`src/rtl/rowmap_pkg.sv`:
```
package rowmap_pkg;
  localparam int CFG_W         = 32;
  localparam int MODE_GRAN_LSB = 18;
  localparam int MODE_ECC_LSB  = 20;
  localparam int MODE_DUAL_BIT = 22;
  localparam int ATTR_STRIDE   = 4;
  localparam int ATTR_WIDTH_OFS = 3;

  typedef enum logic [1:0] {
    ECC_OFF    = 2'd0,
    ECC_SECDED = 2'd1,
    ECC_S4EC   = 2'd2
  } ecc_mode_e;
endpackage

```
`src/rtl/rowmap_cfg_regs.sv`:
```
module rowmap_cfg_regs
  import rowmap_pkg::*;
#(
  parameter int NUM_ROWS = 8,
  parameter int BND_W    = 8,
  parameter int ADDR_W   = 4
) (
  input  logic                           clk,
  input  logic                           rst_n,
  input  logic                           cfg_we,
  input  logic [ADDR_W-1:0]              cfg_addr,
  input  logic [CFG_W-1:0]               cfg_wdata,
  output logic [NUM_ROWS-1:0][BND_W-1:0] bnd,
  output logic [NUM_ROWS-1:0]            width_x4,
  output logic [1:0]                     gran_fld,
  output logic [1:0]                     ecc_fld,
  output logic                           dual_bit
);
  localparam int WIDTH_ADDR = NUM_ROWS;
  localparam int MODE_ADDR  = NUM_ROWS + 1;

  logic [CFG_W-1:0] unused_wdata_bits;
  assign unused_wdata_bits = cfg_wdata;

  for (genvar i = 0; i < NUM_ROWS; i++) begin : g_bnd
    always_ff @(posedge clk) begin
      if (!rst_n) begin
        bnd[i]      <= '0;
        width_x4[i] <= 1'b0;
      end else if (cfg_we) begin
        if (cfg_addr == ADDR_W'(i))
          bnd[i] <= cfg_wdata[BND_W-1:0];
        if (cfg_addr == ADDR_W'(WIDTH_ADDR))
          width_x4[i] <= cfg_wdata[ATTR_STRIDE*i+ATTR_WIDTH_OFS];
      end
    end
  end

  always_ff @(posedge clk) begin
    if (!rst_n) begin
      gran_fld <= '0;
      ecc_fld  <= '0;
      dual_bit <= 1'b0;
    end else if (cfg_we && cfg_addr == ADDR_W'(MODE_ADDR)) begin
      gran_fld <= cfg_wdata[MODE_GRAN_LSB+:2];
      ecc_fld  <= cfg_wdata[MODE_ECC_LSB+:2];
      dual_bit <= cfg_wdata[MODE_DUAL_BIT];
    end
  end
endmodule

```
`src/rtl/rowmap_row_class.sv`:
```
module rowmap_row_class
  import rowmap_pkg::*;
#(
  parameter int NUM_ROWS = 8,
  parameter int BND_W    = 8
) (
  input  logic [NUM_ROWS-1:0][BND_W-1:0] bnd,
  input  logic [NUM_ROWS-1:0]            width_x4,
  input  logic [1:0]                     gran_fld,
  input  logic [1:0]                     ecc_fld,
  input  logic                           dual_bit,
  input  logic                           fixed_dual,
  output logic [NUM_ROWS-1:0]            row_pop,
  output logic [2*NUM_ROWS-1:0]          row_ecc,
  output logic                           gran64
);
  logic dual_ch;
  logic ecc_on;

  assign dual_ch = fixed_dual | dual_bit;
  assign gran64  = fixed_dual | (gran_fld != 2'b00);
  assign ecc_on  = (ecc_fld != 2'b00);

  for (genvar i = 0; i < NUM_ROWS; i++) begin : g_row
    logic [BND_W-1:0] below;
    ecc_mode_e        scheme;
    if (i == 0) begin : g_first
      assign below = '0;
    end else begin : g_next
      assign below = bnd[i-1];
    end
    assign row_pop[i] = (bnd[i] != below);
    always_comb begin
      if (!ecc_on || !row_pop[i])       scheme = ECC_OFF;
      else if (dual_ch && width_x4[i])  scheme = ECC_S4EC;
      else                              scheme = ECC_SECDED;
    end
    assign row_ecc[2*i+:2] = scheme;
  end
endmodule

```
`src/rtl/rowmap_lookup.sv`:
```
module rowmap_lookup #(
  parameter int NUM_ROWS = 8,
  parameter int BND_W    = 8,
  parameter int PAGE_W   = 22,
  parameter int SHIFT_LO = 13,
  parameter int ROW_W    = 3
) (
  input  logic                           clk,
  input  logic                           rst_n,
  input  logic [NUM_ROWS-1:0][BND_W-1:0] bnd,
  input  logic [NUM_ROWS-1:0]            row_pop,
  input  logic                           gran64,
  input  logic                           req_valid,
  output logic                           req_ready,
  input  logic [PAGE_W-1:0]              req_page,
  output logic                           rsp_valid,
  input  logic                           rsp_ready,
  output logic [ROW_W-1:0]               rsp_row,
  output logic                           rsp_miss
);
  logic [NUM_ROWS-1:0] hit;
  logic [ROW_W-1:0]    sel_row;
  logic                found;
  logic                accept;

  for (genvar i = 0; i < NUM_ROWS; i++) begin : g_cmp
    logic [PAGE_W-1:0] top_pg;
    logic [PAGE_W-1:0] base_pg;
    assign top_pg = gran64 ? (PAGE_W'(bnd[i]) << (SHIFT_LO + 1))
                           : (PAGE_W'(bnd[i]) << SHIFT_LO);
    if (i == 0) begin : g_first
      assign base_pg = '0;
    end else begin : g_next
      assign base_pg = gran64 ? (PAGE_W'(bnd[i-1]) << (SHIFT_LO + 1))
                              : (PAGE_W'(bnd[i-1]) << SHIFT_LO);
    end
    assign hit[i] = row_pop[i] && (req_page >= base_pg) && (req_page < top_pg);
  end

  always_comb begin
    sel_row = '0;
    found   = 1'b0;
    for (int i = NUM_ROWS - 1; i >= 0; i--) begin
      if (hit[i]) begin
        sel_row = ROW_W'(i);
        found   = 1'b1;
      end
    end
  end

  assign req_ready = !rsp_valid || rsp_ready;
  assign accept    = req_valid && req_ready;

  always_ff @(posedge clk) begin
    if (!rst_n) begin
      rsp_valid <= 1'b0;
      rsp_row   <= '0;
      rsp_miss  <= 1'b0;
    end else if (accept) begin
      rsp_valid <= 1'b1;
      rsp_row   <= found ? sel_row : '0;
      rsp_miss  <= !found;
    end else if (rsp_ready) begin
      rsp_valid <= 1'b0;
    end
  end
endmodule

```
`src/rtl/row_map_decoder.sv`:
```
module row_map_decoder
  import rowmap_pkg::*;
#(
  parameter int  NUM_ROWS   = 8,
  parameter int  BND_W      = 8,
  parameter int  PAGE_SHIFT = 12,
  localparam int SHIFT_LO   = 25 - PAGE_SHIFT,
  localparam int PAGE_W     = BND_W + SHIFT_LO + 1,
  localparam int ROW_W      = $clog2(NUM_ROWS),
  localparam int ADDR_W     = $clog2(NUM_ROWS + 2)
) (
  input  logic                  clk,
  input  logic                  rst_n,
  input  logic                  cfg_we,
  input  logic [ADDR_W-1:0]     cfg_addr,
  input  logic [31:0]           cfg_wdata,
  input  logic                  fixed_dual,
  input  logic                  req_valid,
  output logic                  req_ready,
  input  logic [PAGE_W-1:0]     req_page,
  output logic                  rsp_valid,
  input  logic                  rsp_ready,
  output logic [ROW_W-1:0]      rsp_row,
  output logic                  rsp_miss,
  output logic [NUM_ROWS-1:0]   row_pop,
  output logic [NUM_ROWS-1:0]   row_x4,
  output logic [2*NUM_ROWS-1:0] row_ecc
);
  logic [NUM_ROWS-1:0][BND_W-1:0] bnd;
  logic [1:0] gran_fld;
  logic [1:0] ecc_fld;
  logic       dual_bit;
  logic       gran64;

  rowmap_cfg_regs #(
    .NUM_ROWS(NUM_ROWS), .BND_W(BND_W), .ADDR_W(ADDR_W)
  ) u_regs (
    .clk(clk), .rst_n(rst_n), .cfg_we(cfg_we), .cfg_addr(cfg_addr),
    .cfg_wdata(cfg_wdata), .bnd(bnd), .width_x4(row_x4),
    .gran_fld(gran_fld), .ecc_fld(ecc_fld), .dual_bit(dual_bit)
  );

  rowmap_row_class #(
    .NUM_ROWS(NUM_ROWS), .BND_W(BND_W)
  ) u_class (
    .bnd(bnd), .width_x4(row_x4), .gran_fld(gran_fld), .ecc_fld(ecc_fld),
    .dual_bit(dual_bit), .fixed_dual(fixed_dual), .row_pop(row_pop),
    .row_ecc(row_ecc), .gran64(gran64)
  );

  rowmap_lookup #(
    .NUM_ROWS(NUM_ROWS), .BND_W(BND_W), .PAGE_W(PAGE_W),
    .SHIFT_LO(SHIFT_LO), .ROW_W(ROW_W)
  ) u_look (
    .clk(clk), .rst_n(rst_n), .bnd(bnd), .row_pop(row_pop), .gran64(gran64),
    .req_valid(req_valid), .req_ready(req_ready), .req_page(req_page),
    .rsp_valid(rsp_valid), .rsp_ready(rsp_ready), .rsp_row(rsp_row),
    .rsp_miss(rsp_miss)
  );
endmodule

```
`config.mk`:
```
export PLATFORM = sky130hd
export DESIGN_NAME = row_map_decoder
export DESIGN_NICKNAME = d
export VERILOG_FILES = /design/src/rtl/rowmap_pkg.sv /design/src/rtl/rowmap_cfg_regs.sv /design/src/rtl/rowmap_row_class.sv /design/src/rtl/rowmap_lookup.sv /design/src/rtl/row_map_decoder.sv
export SDC_FILE = /design/constraint.sdc
export NUM_CORES = 1
export LEC_CHECK = 0
export ABC_AREA = 1
export BUFFER_PORTS_ARGS = -buffer_cell sky130_fd_sc_hd__buf_2
export CAP_MARGIN = 5
export CORE_MARGIN = 2
export CORE_UTILIZATION = 55
export CTS_CLUSTER_DIAMETER = 30
export DETAILED_ROUTE_END_ITERATION = 10
export PLACE_DENSITY = 0.76
export RECOVER_POWER = 100
export SETUP_SLACK_MARGIN = 0.2
export SLEW_MARGIN = 20
export SYNTH_ARGS = -nofsm -noshare
export SYNTH_HDL_FRONTEND = slang
export SYNTH_SLANG_ARGS = --single-unit
```
`constraint.sdc`:
```
create_clock -name clk -period 6.2 [get_ports clk]
set_clock_uncertainty 0.2 [all_clocks]
set_input_delay 1.24 -clock clk [delete_from_list [all_inputs] [get_ports clk]]
set_output_delay 1.24 -clock clk [all_outputs]
set_load 0.005 [all_outputs]
```
; Word-level counts from Yosys, hierarchy flattened
; Index checks and enable logic that the tools add are counted.
[word_totals]
reg_bits = 82
inputBits = 64
out_inout_bits = 38
[classes]
order_cmp = 16
n_eq_ne = 16
mux = 43
bitwise_logic = 2
reduce_logical = 60
[ops]
columns = cell, count
row1 = < comparator 22 bit, 8
row2 = 2-to-1 mux 22 bit, 8
row3 = >= comparator 22 bit, 7
row4 = != test 8 bit, 7
row5 = 2-to-1 mux 2 bit, 16
row6 = 2-to-1 mux 3 bit, 9
row7 = logical AND 1 bit, 26
row8 = ">= comparator 22 x 1 -> 1 bit, second input constant", 1
row9 = AND reduction 2 bit, 9
row10 = "equality test 4 x 3 -> 1 bit, second input constant", 4
row11 = zero test 1 bit, 11
row12 = 2-to-1 mux 1 bit, 10
row13 = logical OR 1 bit, 9
row14 = "equality test 4 x 2 -> 1 bit, second input constant", 2
row15 = "equality test 4 bit, second input constant", 2
row16 = nonzero test 8 bit, 1
row17 = nonzero test 2 bit, 3
row18 = "equality test 4 x 1 -> 1 bit, second input constant", 1
row19 = zero test 4 bit, 1
row20 = OR 1 bit, 2

; Longest topological paths before layout
; Gate-level depths: netlist (run 1).
[logic_depth]
word_depth = 15
ltp_mapped = 23

; Modules after synthesis
; A second synthesis (run 1) with hierarchy kept.
[unflattened]
cells_unflattened = 1176
area_unflattened_um2 = 7195.7
[by_module_without_submodules]
columns = mod, n_inst, cells_per_inst, area_each_um2, seq_area_each_um2
row1 = rowmap_cfg_regs, 1, 455, 3169.3, 1541.5
row2 = rowmap_lookup, 1, 479, 2926.6, 100.1
row3 = rowmap_row_class, 1, 242, 1099.8, 0.0

; Least setup slack after synthesis (run 1)
; OpenSTA, ideal clock, no wires.
[synth_timing]
path_kind = input port to flip-flop
startpoint = in fixed_dual
endpoint = reg u_look.rsp_row[0]
t_arrival_ns = 3.290
t_required_ns = 5.934
slack_ns = 2.644
cell_stages = 18
path_buffers = 2
path_cell_list = nor2_1 > nand2_1 > buf_2 > clkbuf_1 > nand2_1 > o21ai_0 > ha_1 > a21oi_1 > nor2_1 > o21ai_0 > nand3_1 > nor2_1 > nand2_1 > nand2_1 > nor2_2 > a21oi_2 > nand2_1 > a21oi_2
[synth_via]
elab_chain_len = 14
word_cells_on_any_way = 56
[synth_rtl]
columns = element, line_no
row1 = "start, declared", row_map_decoder.sv:17  ; input logic fixed_dual,
row2 = OR 1 bit (*), rowmap_row_class.sv:21  ; assign gran64 = fixed_dual | (gran_fld != 2'b00);
row3 = 2-to-1 mux 22 bit, "rowmap_lookup.sv:29, rowmap_lookup.sv:34"
row4 = >= comparator 22 bit, rowmap_lookup.sv:37  ; assign hit[i] = row_pop[i] && (req_page >= base_pg) && (req_page < top_pg);
row5 = logical AND 1 bit (2 in a row), rowmap_lookup.sv:37
row6 = 2-to-1 mux 3 bit / 2-to-1 mux 1 bit (equally long branches) (8 in a row), rowmap_lookup.sv:44  ; if (hit[i]) begin
row7 = 2-to-1 mux 3 bit (*), rowmap_lookup.sv:61  ; rsp_row <= found ? sel_row : '0;
row8 = "end signal, assigned", rowmap_lookup.sv:61
row9 = "end, declared", rowmap_lookup.sv:18  ; output logic [ROW_W-1:0] rsp_row,
; Mark *: on every way between the ends. The rest lies on a longest branch, timed or not.
; A chain may end at the register's enable or synchronous reset.

; Worst setup path after layout (run 1)
; Ends and elaborated chain as after synthesis.

==> results of run 1 <==
## metrics by stage
stage	hold WS, ns	utilization, %	power, mW	worst slack [ns]	instance area, um2
3_5_place_dp	0.268	60.4	0.885	1.76	6840
2_1_floorplan	0.250	-	0.777	2.64	6330
4_1_cts	0.276	62.9	1.42	2.12	7130
5_1_grt	0.301	62.6	1.48	1.10	7090
6_report	0.276	62.6	1.41	1.59	7090
3_3_place_gp	0.251	60.4	0.878	1.81	6840
## layout make-up
cell class / count / area, um2
clock inverter: 5 / 56.3
tap: 143 / 179
sequential: 82 / 1640
multi-input combinational: 767 / 4240
clock buffer: 10 / 229
inverter: 85 / 319
fill: 1108 / 4240
timing repair buffer: 89 / 423
## cells by family after synthesis
family / count (synthesis) / synth area share, %
AOI/OAI and AO/OA: 234 / 19.0
xor gates and xnor gates: 40 / 5.54
adders and majority gates: 71 / 14.0
buffers and inverters: 117 / 6.98
DFF: 82 / 25.9
muxes: 13 / 2.06
and+or+nand+nor: 409 / 26.4
## power by group through the flow
stage          sequential, mW  clock, mW  combinational, mW
2_1_floorplan           0.564          0              0.212
3_3_place_gp            0.568          0              0.310
3_5_place_dp            0.568          0              0.317
4_1_cts                 0.557      0.540              0.320
5_1_grt                 0.559      0.559              0.366
6_report                0.557      0.534              0.319
## flip-flops by register name, summed over array words and instances (netlist names)
register and flops:
u_regs.bnd 64, u_regs.width_x4 8, u_look.rsp_row 3, u_regs.ecc_fld 2, u_regs.gran_fld 2, u_look.rsp_miss 1
u_look.rsp_valid 1, u_regs.dual_bit 1
## worst max-delay path: cells and delay by family
kind,cells,cell delay [ns]
simple gates,13,1.62
compound gates,3,0.39
fa+ha+maj,1,0.34
buf+inv,2,1.03
## cells in the mapped netlist (all sizes together)
cell	count
buf	5
dfxtp	82
clkinv	1
inv	84
a21o	3
and3	1
clkbuf	27
or2	2
nand3b	7
xnor2	22
nand3	23
o21a	5
ha	71
nand2	185
xor2	18
nor2	166
o21ai	126
mux2i	13
a21oi	100
nor3	7
nand4	18
## final timing paths
check / cells past startpoint / slack, ns / end / start
min: 2 / 0.28 / u_look.rsp_row[1] / u_look.rsp_row[1]
max reg2reg: 18 / 2.23 / u_look.rsp_row[0] / u_regs.gran_fld[0]
min reg2reg: 2 / 0.28 / u_look.rsp_row[1] / u_look.rsp_row[1]
max: 19 / 1.59 / u_look.rsp_row[0] / fixed_dual
## layer usage
layer  up-vias  global-route usage, %  wire (um)
met5         -                      0          0
met4         0                   11.4        398
li1       3342                      -          -
met3        24                   4.81       1630
met1      2796                   41.9       8470
met2       256                   45.4       7500
==> results_dict.tcl, run 1 <==
set metrics [dict create \
    failed_checks "max-capacitance violations, max-slew violations" \
    synthesis.instances 966 \
    clock_tree.root_cell "sky130_fd_sc_hd__clkbuf_16" \
    antenna_found_initial 0 \
    cell_internal_pwr_mw 0.968 \
    clk_path_buf_depth 2 \
    drt-pass1-iter-count 5 \
    timing.hold.worst.class "reg2reg" \
    design.die.area_mm2 0.0124 \
    power.clock.fraction_pct 37.9 \
    worstSkewPairLatency_ns 0.35 \
    finalWirelength_um 18000 \
    totalNegativeSetupSlack_ns 0 \
    pin_count 102 \
    post_cts.resized_instances 0 \
    post_synth_main_area_contributors "sky130_fd_sc_hd__dfxtp_1, sky130_fd_sc_hd__ha_1, sky130_fd_sc_hd__nand2_1" \
    place.port_buffers 87 \
    period_share_pct 74.4 \
    cts-buffers-inserted 9 \
    die_height_um 111 \
    final_max_slew_viol_count 81 \
    tritoncts_clock_tree "yes" \
    ys_seq_area_share_pct 25.9 \
    synth.avg_cell_area_um2 6.55 \
    number_of_global_route_vias_before_repair 5850 \
    detailroute.via_count 6418 \
    grt_first_pass_wirelength_um 29300 \
    synth_top_cell_by_area "sky130_fd_sc_hd__dfxtp_1" \
    yosysWarningCount 0 \
    final_common_cell "sky130_fd_sc_hd__nand2_1" \
    timing_worst_slew_pin_value_ns 2.87 \
    post_cts.repair.setup_buffers 0 \
    syn-cell-area_mm2 0.00633 \
    synth_seq_cells 82 \
    share_seq_of_total_power_pct 39.5 \
    drcViolationCount 0 \
    cts.htree.levels 3 \
    highest_count_cells_in_the_layout_ignoring_fill_and_taps "sky130_fd_sc_hd__nand2_1, sky130_fd_sc_hd__nor2_1, sky130_fd_sc_hd__o21ai_0, sky130_fd_sc_hd__a21oi_1, sky130_fd_sc_hd__dfxtp_1" \
    status "finished, violations left" \
    leakage_nw 3.35 \
    grt_setup_unrepaired "false" \
    clock-sinks 82 \
    setup-violations-final 0 \
    criticalPathCategory "in2reg" \
    worstPathMaxFanout 83 \
    p_switching_mw 0.442 \
    route.detailed.wl_per_inst_um 15.2 \
    replace_congestion 0.887 \
    placedCellCount 1166 \
    core_region_area_mm2 0.0113 \
    sw_frac_of_total_pct 31.4 \
    max-slew-margin-rel_pct -91.5 \
    worstPathCellList "buf_2 > nor2_1 > nand2_4 > clkbuf_1 > o21ai_0 > ha_1 > nand2_1 > nor2_1 > nand2_1 > nor2_1 > nor2_1 > nand2_1 > nor2_1 > nand2_1 > nand2_1 > nor2_1 > a21oi_2 > nand2_1 > a21oi_2" \
    timing.critical_path.to_type "flip-flop" \
    stdcell_count 1181 \
    min_period_ns 4.61 \
    initial_core_util_pct 55.9 \
    critical_path.slowest_cell "sky130_fd_sc_hd__clkbuf_1" \
    worst_setup_path_start_kind "input pin" \
    drtIter0Drc 618 \
    achievable-frequency_mhz 217 \
    maxCapViolCount 1 \
    report.final.hold_viol_count 0 \
    cts-hold-fix-buffers 0 \
    drive_gt1_share_pct 9.15 \
    row_count 39 \
    global_route.overflow_total 0 \
    max_stage_delay_ns 0.94 \
    dp_hpwl_um 13500 \
    grt_max_degree 84 \
    final_antenna_net_count 0 \
    die_span_x_um 111 \
    combinationalPowerShare_pct 22.6 \
    netlist.area_leader.share_pct 25.9 \
    cts.clk_slew.worst_paths_ns 0.06 \
    cp_data_required_time_ns 6.23 \
    antenna_cells 0 \
    routed_via_density 5.43 \
    synth_cell_types 31 \
    power-per-cell-area_mw_per_mm2 199 \
    critical_path_arrival_ns 4.64 \
    globalRouteTotalUtil_pct 29.7 \
    finalNetCount 1169 \
    areaGrowthSynthToFinish_pct 12.0 \
    synth_fp_nets 1101 \
    ir_worst_vdd_uv 187 \
]
(Power assumes the default switching activity.)
==> run 2, diff against run 1 <==
--- a/config.mk
+++ b/config.mk
@@ -5,7 +5,7 @@
 export SDC_FILE = /design/constraint.sdc
 export NUM_CORES = 1
 export LEC_CHECK = 0
-export ABC_AREA = 1
+export ABC_AREA = 0
 export BUFFER_PORTS_ARGS = -buffer_cell sky130_fd_sc_hd__buf_2
 export CAP_MARGIN = 5
 export CORE_MARGIN = 2
==> constraint.sdc (replaced) <==
create_clock -name clk -period 4.45 [get_ports clk]
set_clock_uncertainty 0.2 [all_clocks]
set_input_delay 0.89 -clock clk [delete_from_list [all_inputs] [get_ports clk]]
set_output_delay 0.89 -clock clk [all_outputs]
set_load 0.005 [all_outputs]
==> run 2 against run 1 <==
Register-to-register slack got worse by 1.6 ns. Non-clock buffer count rose by 6. The flow still finishes with violations (max-capacitance violations, max-slew violations). Count of clock-buffer cells in the layout is the same. Critical path type unchanged. Critical path depth decreased by 6. Area after synthesis is 0.87% higher. Highest routed layer unchanged. Synthesized cell count down 29%. Critical endpoint unchanged.
==> results_dict.tcl, run 2 <==
set metrics [dict create \
    drt-pass1-iter-count 4 \
    largest_register "u_regs.bnd" \
    synth_seq_cells 82 \
    worst_setup_path_start_kind "input pin" \
    worstPathCellList "clkbuf_1 > nor3_2 > buf_12 > clkbuf_2 > mux2i_1 > ha_1 > and3_1 > o211ai_1 > o211ai_1 > o211a_1 > nor4_1 > nand3_1 > a31o_1" \
    pin_count 102 \
    yosysWarningCount 0 \
    timing.critical_path.to_type "flip-flop" \
    maxCapViolCount 1 \
    status "finished, violations left" \
    cts-buffers-inserted 9 \
    design.die.area_mm2 0.0125 \
    grt_util_met2_pct 47.1 \
    finalNetCount 899 \
    timing.hold.worst.class "reg2reg" \
    max_stage_delay_ns 0.46 \
    largest_reg_flops 64 \
    antenna_cells 0 \
    critical_path.reg2reg.endpoint "u_look.rsp_row[0]" \
    synth_enable_flop_cells 0 \
    final_design_area_no_fill_mm2 0.00724 \
    timing.reg2reg.setup_slack_ns 0.63 \
    drive_gt1_share_pct 13.1 \
    failed_checks "max-capacitance violations, max-slew violations" \
    highest_count_cells_in_the_layout_ignoring_fill_and_taps "sky130_fd_sc_hd__mux2i_1, sky130_fd_sc_hd__dfxtp_1, sky130_fd_sc_hd__nor2b_1, sky130_fd_sc_hd__ha_1, sky130_fd_sc_hd__buf_2" \
    grt_first_pass_wirelength_um 29700 \
    criticalPathCategory "in2reg" \
    final_common_cell "sky130_fd_sc_hd__mux2i_1" \
    synth_cell_types 55 \
    grt.busiest_layer "met2" \
    synth_top_cell_by_area "sky130_fd_sc_hd__dfxtp_1" \
    synth.avg_cell_area_um2 9.26 \
    core_region_area_mm2 0.0114 \
    largest_registers "u_regs.bnd (64), u_regs.width_x4 (8), u_look.rsp_row (3)" \
    worstReg2RegStart "u_regs.gran_fld[0]" \
    place.port_buffers 87 \
    synth_fp_nets 824 \
    synthesis.instances 689 \
    r2r_cells 12 \
    die_height_um 112 \
    number_of_global_route_vias_before_repair 5626 \
    global_route.usage.met1_pct 41.1 \
    antenna_found_initial 0 \
    syn-cell-area_mm2 0.00638 \
    hold_slack_ns 0.251 \
    post_synth_main_area_contributors "sky130_fd_sc_hd__dfxtp_1, sky130_fd_sc_hd__mux2i_1, sky130_fd_sc_hd__ha_1" \
    max-slew-margin-rel_pct -85.7 \
    placedCellCount 896 \
    timing_worst_slew_pin_value_ns 2.79 \
    cts-hold-fix-buffers 0 \
    post-synth-top-count-cell "sky130_fd_sc_hd__mux2i_1" \
    min_period_ns 4.08 \
    post_cts.repair.setup_buffers 0 \
    drcViolationCount 0 \
    cts.htree.levels 3 \
    replace_congestion 0.915 \
    critical_path.slowest_cell "sky130_fd_sc_hd__nor4_1" \
    leakage_nw 3.42 \
    ir_worst_vdd_uv 156 \
    totalNegativeSetupSlack_ns 0 \
    final_antenna_net_count 0 \
    ys_seq_area_share_pct 25.7 \
    route.detailed.wl_per_inst_um 20.3 \
    final_max_slew_viol_count 84 \
    netlist_top_cells_count "sky130_fd_sc_hd__mux2i_1, sky130_fd_sc_hd__dfxtp_1, sky130_fd_sc_hd__nor2b_1" \
    global_route.overflow_total 0 \
    period_share_pct 91.8 \
    worstPathMaxFanout 42 \
    power-per-cell-area_mw_per_mm2 260 \
    netlist.area_leader.share_pct 25.7 \
    grt_max_degree 84 \
    setup.worst_path.start "fixed_dual" \
    clock_tree.root_cell "sky130_fd_sc_hd__clkbuf_16" \
    stdcell_count 912 \
    dp_hpwl_um 13500 \
    critical_path_arrival_ns 4.13 \
    ys_dominant_reg_cell "sky130_fd_sc_hd__dfxtp_1" \
    detailroute.via_count 5678 \
    placedInstanceArea_mm2 0.00696 \
    routed_via_density 6.23 \
    endpoint "u_look.rsp_row[0]" \
    grt_setup_unrepaired "false" \
    clk_path_buf_depth 2 \
    areaGrowthSynthToFinish_pct 13.5 \
    finalWirelength_um 18500 \
    die_span_x_um 112 \
    report.final.hold_viol_count 0 \
    use_met3_pct 4.95 \
    tritoncts_clock_tree "yes" \
    initial_core_util_pct 56.1 \
    achievable-frequency_mhz 245 \
    async_reset_ff_share_pct 0 \
    row_count 39 \
    post_cts.resized_instances 0 \
    cp_data_required_time_ns 4.49 \
    worstSkewPairLatency_ns 0.35 \
    cts.clk_slew.worst_paths_ns 0.07 \
    setup-violations-final 0 \
    clock-sinks 82 \
    drtIter0Drc 374 \
    globalRouteTotalUtil_pct 30.1 \
    cpMostUsedCell "sky130_fd_sc_hd__o211ai_1" \
]
==> run 2: report_power, final <==
part / internal, mW / switching, mW
clock network: 0.457 / 0.326
registers: 0.746 / 0.0161
logic: 0.140 / 0.199
==> run 2: logic make-up (layout without fill, tap and decap cells) <==
family	after synthesis	after routing	synth area share (%)
AO/OA/AOI/OAI	79	79	9.18
XOR/XNOR	56	56	7.69
adder cells (fa/ha/maj)	71	71	13.9
buffers and inverters	44	124	2.61
flip-flops	82	82	25.7
multiplexers	133	133	20.9
AND/OR/NAND/NOR	224	224	20.0
==> run 2: final cells by class <==
cell class	count	area, um2
clock inverter	6	71.3
timing repair buffer	95	485
inverter	13	48.8
multi-input combinational	563	4580
sequential	82	1640
tap	143	179
clock buffer	10	239
fill	971	4130
==> run 2: worst max-delay path: cells and delay by family <==
kind	cells	cell delay, ns
AND/OR/NAND/NOR	4	0.96
buffers and inverters	3	0.85
AO/OA/AOI/OAI	4	0.87
adder cells (fa/ha/maj)	1	0.27
multiplexers	1	0.27
==> run 2: worst min-delay path by stage <==
stage / slack [ns] / to / depth (start not counted) / start
floorplan: 0.25 / u_look.rsp_row[1] / 2 / u_look.rsp_row[1]
global placement: 0.24 / u_look.rsp_row[1] / 2 / u_look.rsp_row[1]
detailed placement: 0.25 / u_look.rsp_row[1] / 2 / u_look.rsp_row[1]
CTS: 0.25 / u_look.rsp_row[1] / 2 / u_look.rsp_row[1]
global route: 0.28 / u_look.rsp_row[2] / 2 / u_look.rsp_row[2]
finish: 0.25 / u_look.rsp_row[2] / 2 / u_look.rsp_row[2]
==> run 2: layer usage <==
metal	vias up	share of wire (%)
met1	2717	43
li1	2663	-
met4	0	3.5
met3	45	7.7
met2	253	45
met5	-	0
==> run 2: per-stage QoR <==
step	total power, mW	setup WS, ns	utilization, %
final	1.88	0.366	63.7
after global routing	1.96	0.183	63.7
after CTS	1.89	0.609	63.9
after detailed placement	1.11	0.251	61.2
after global placement	1.09	0.406	61.2
after floorplan	0.984	0.370	-
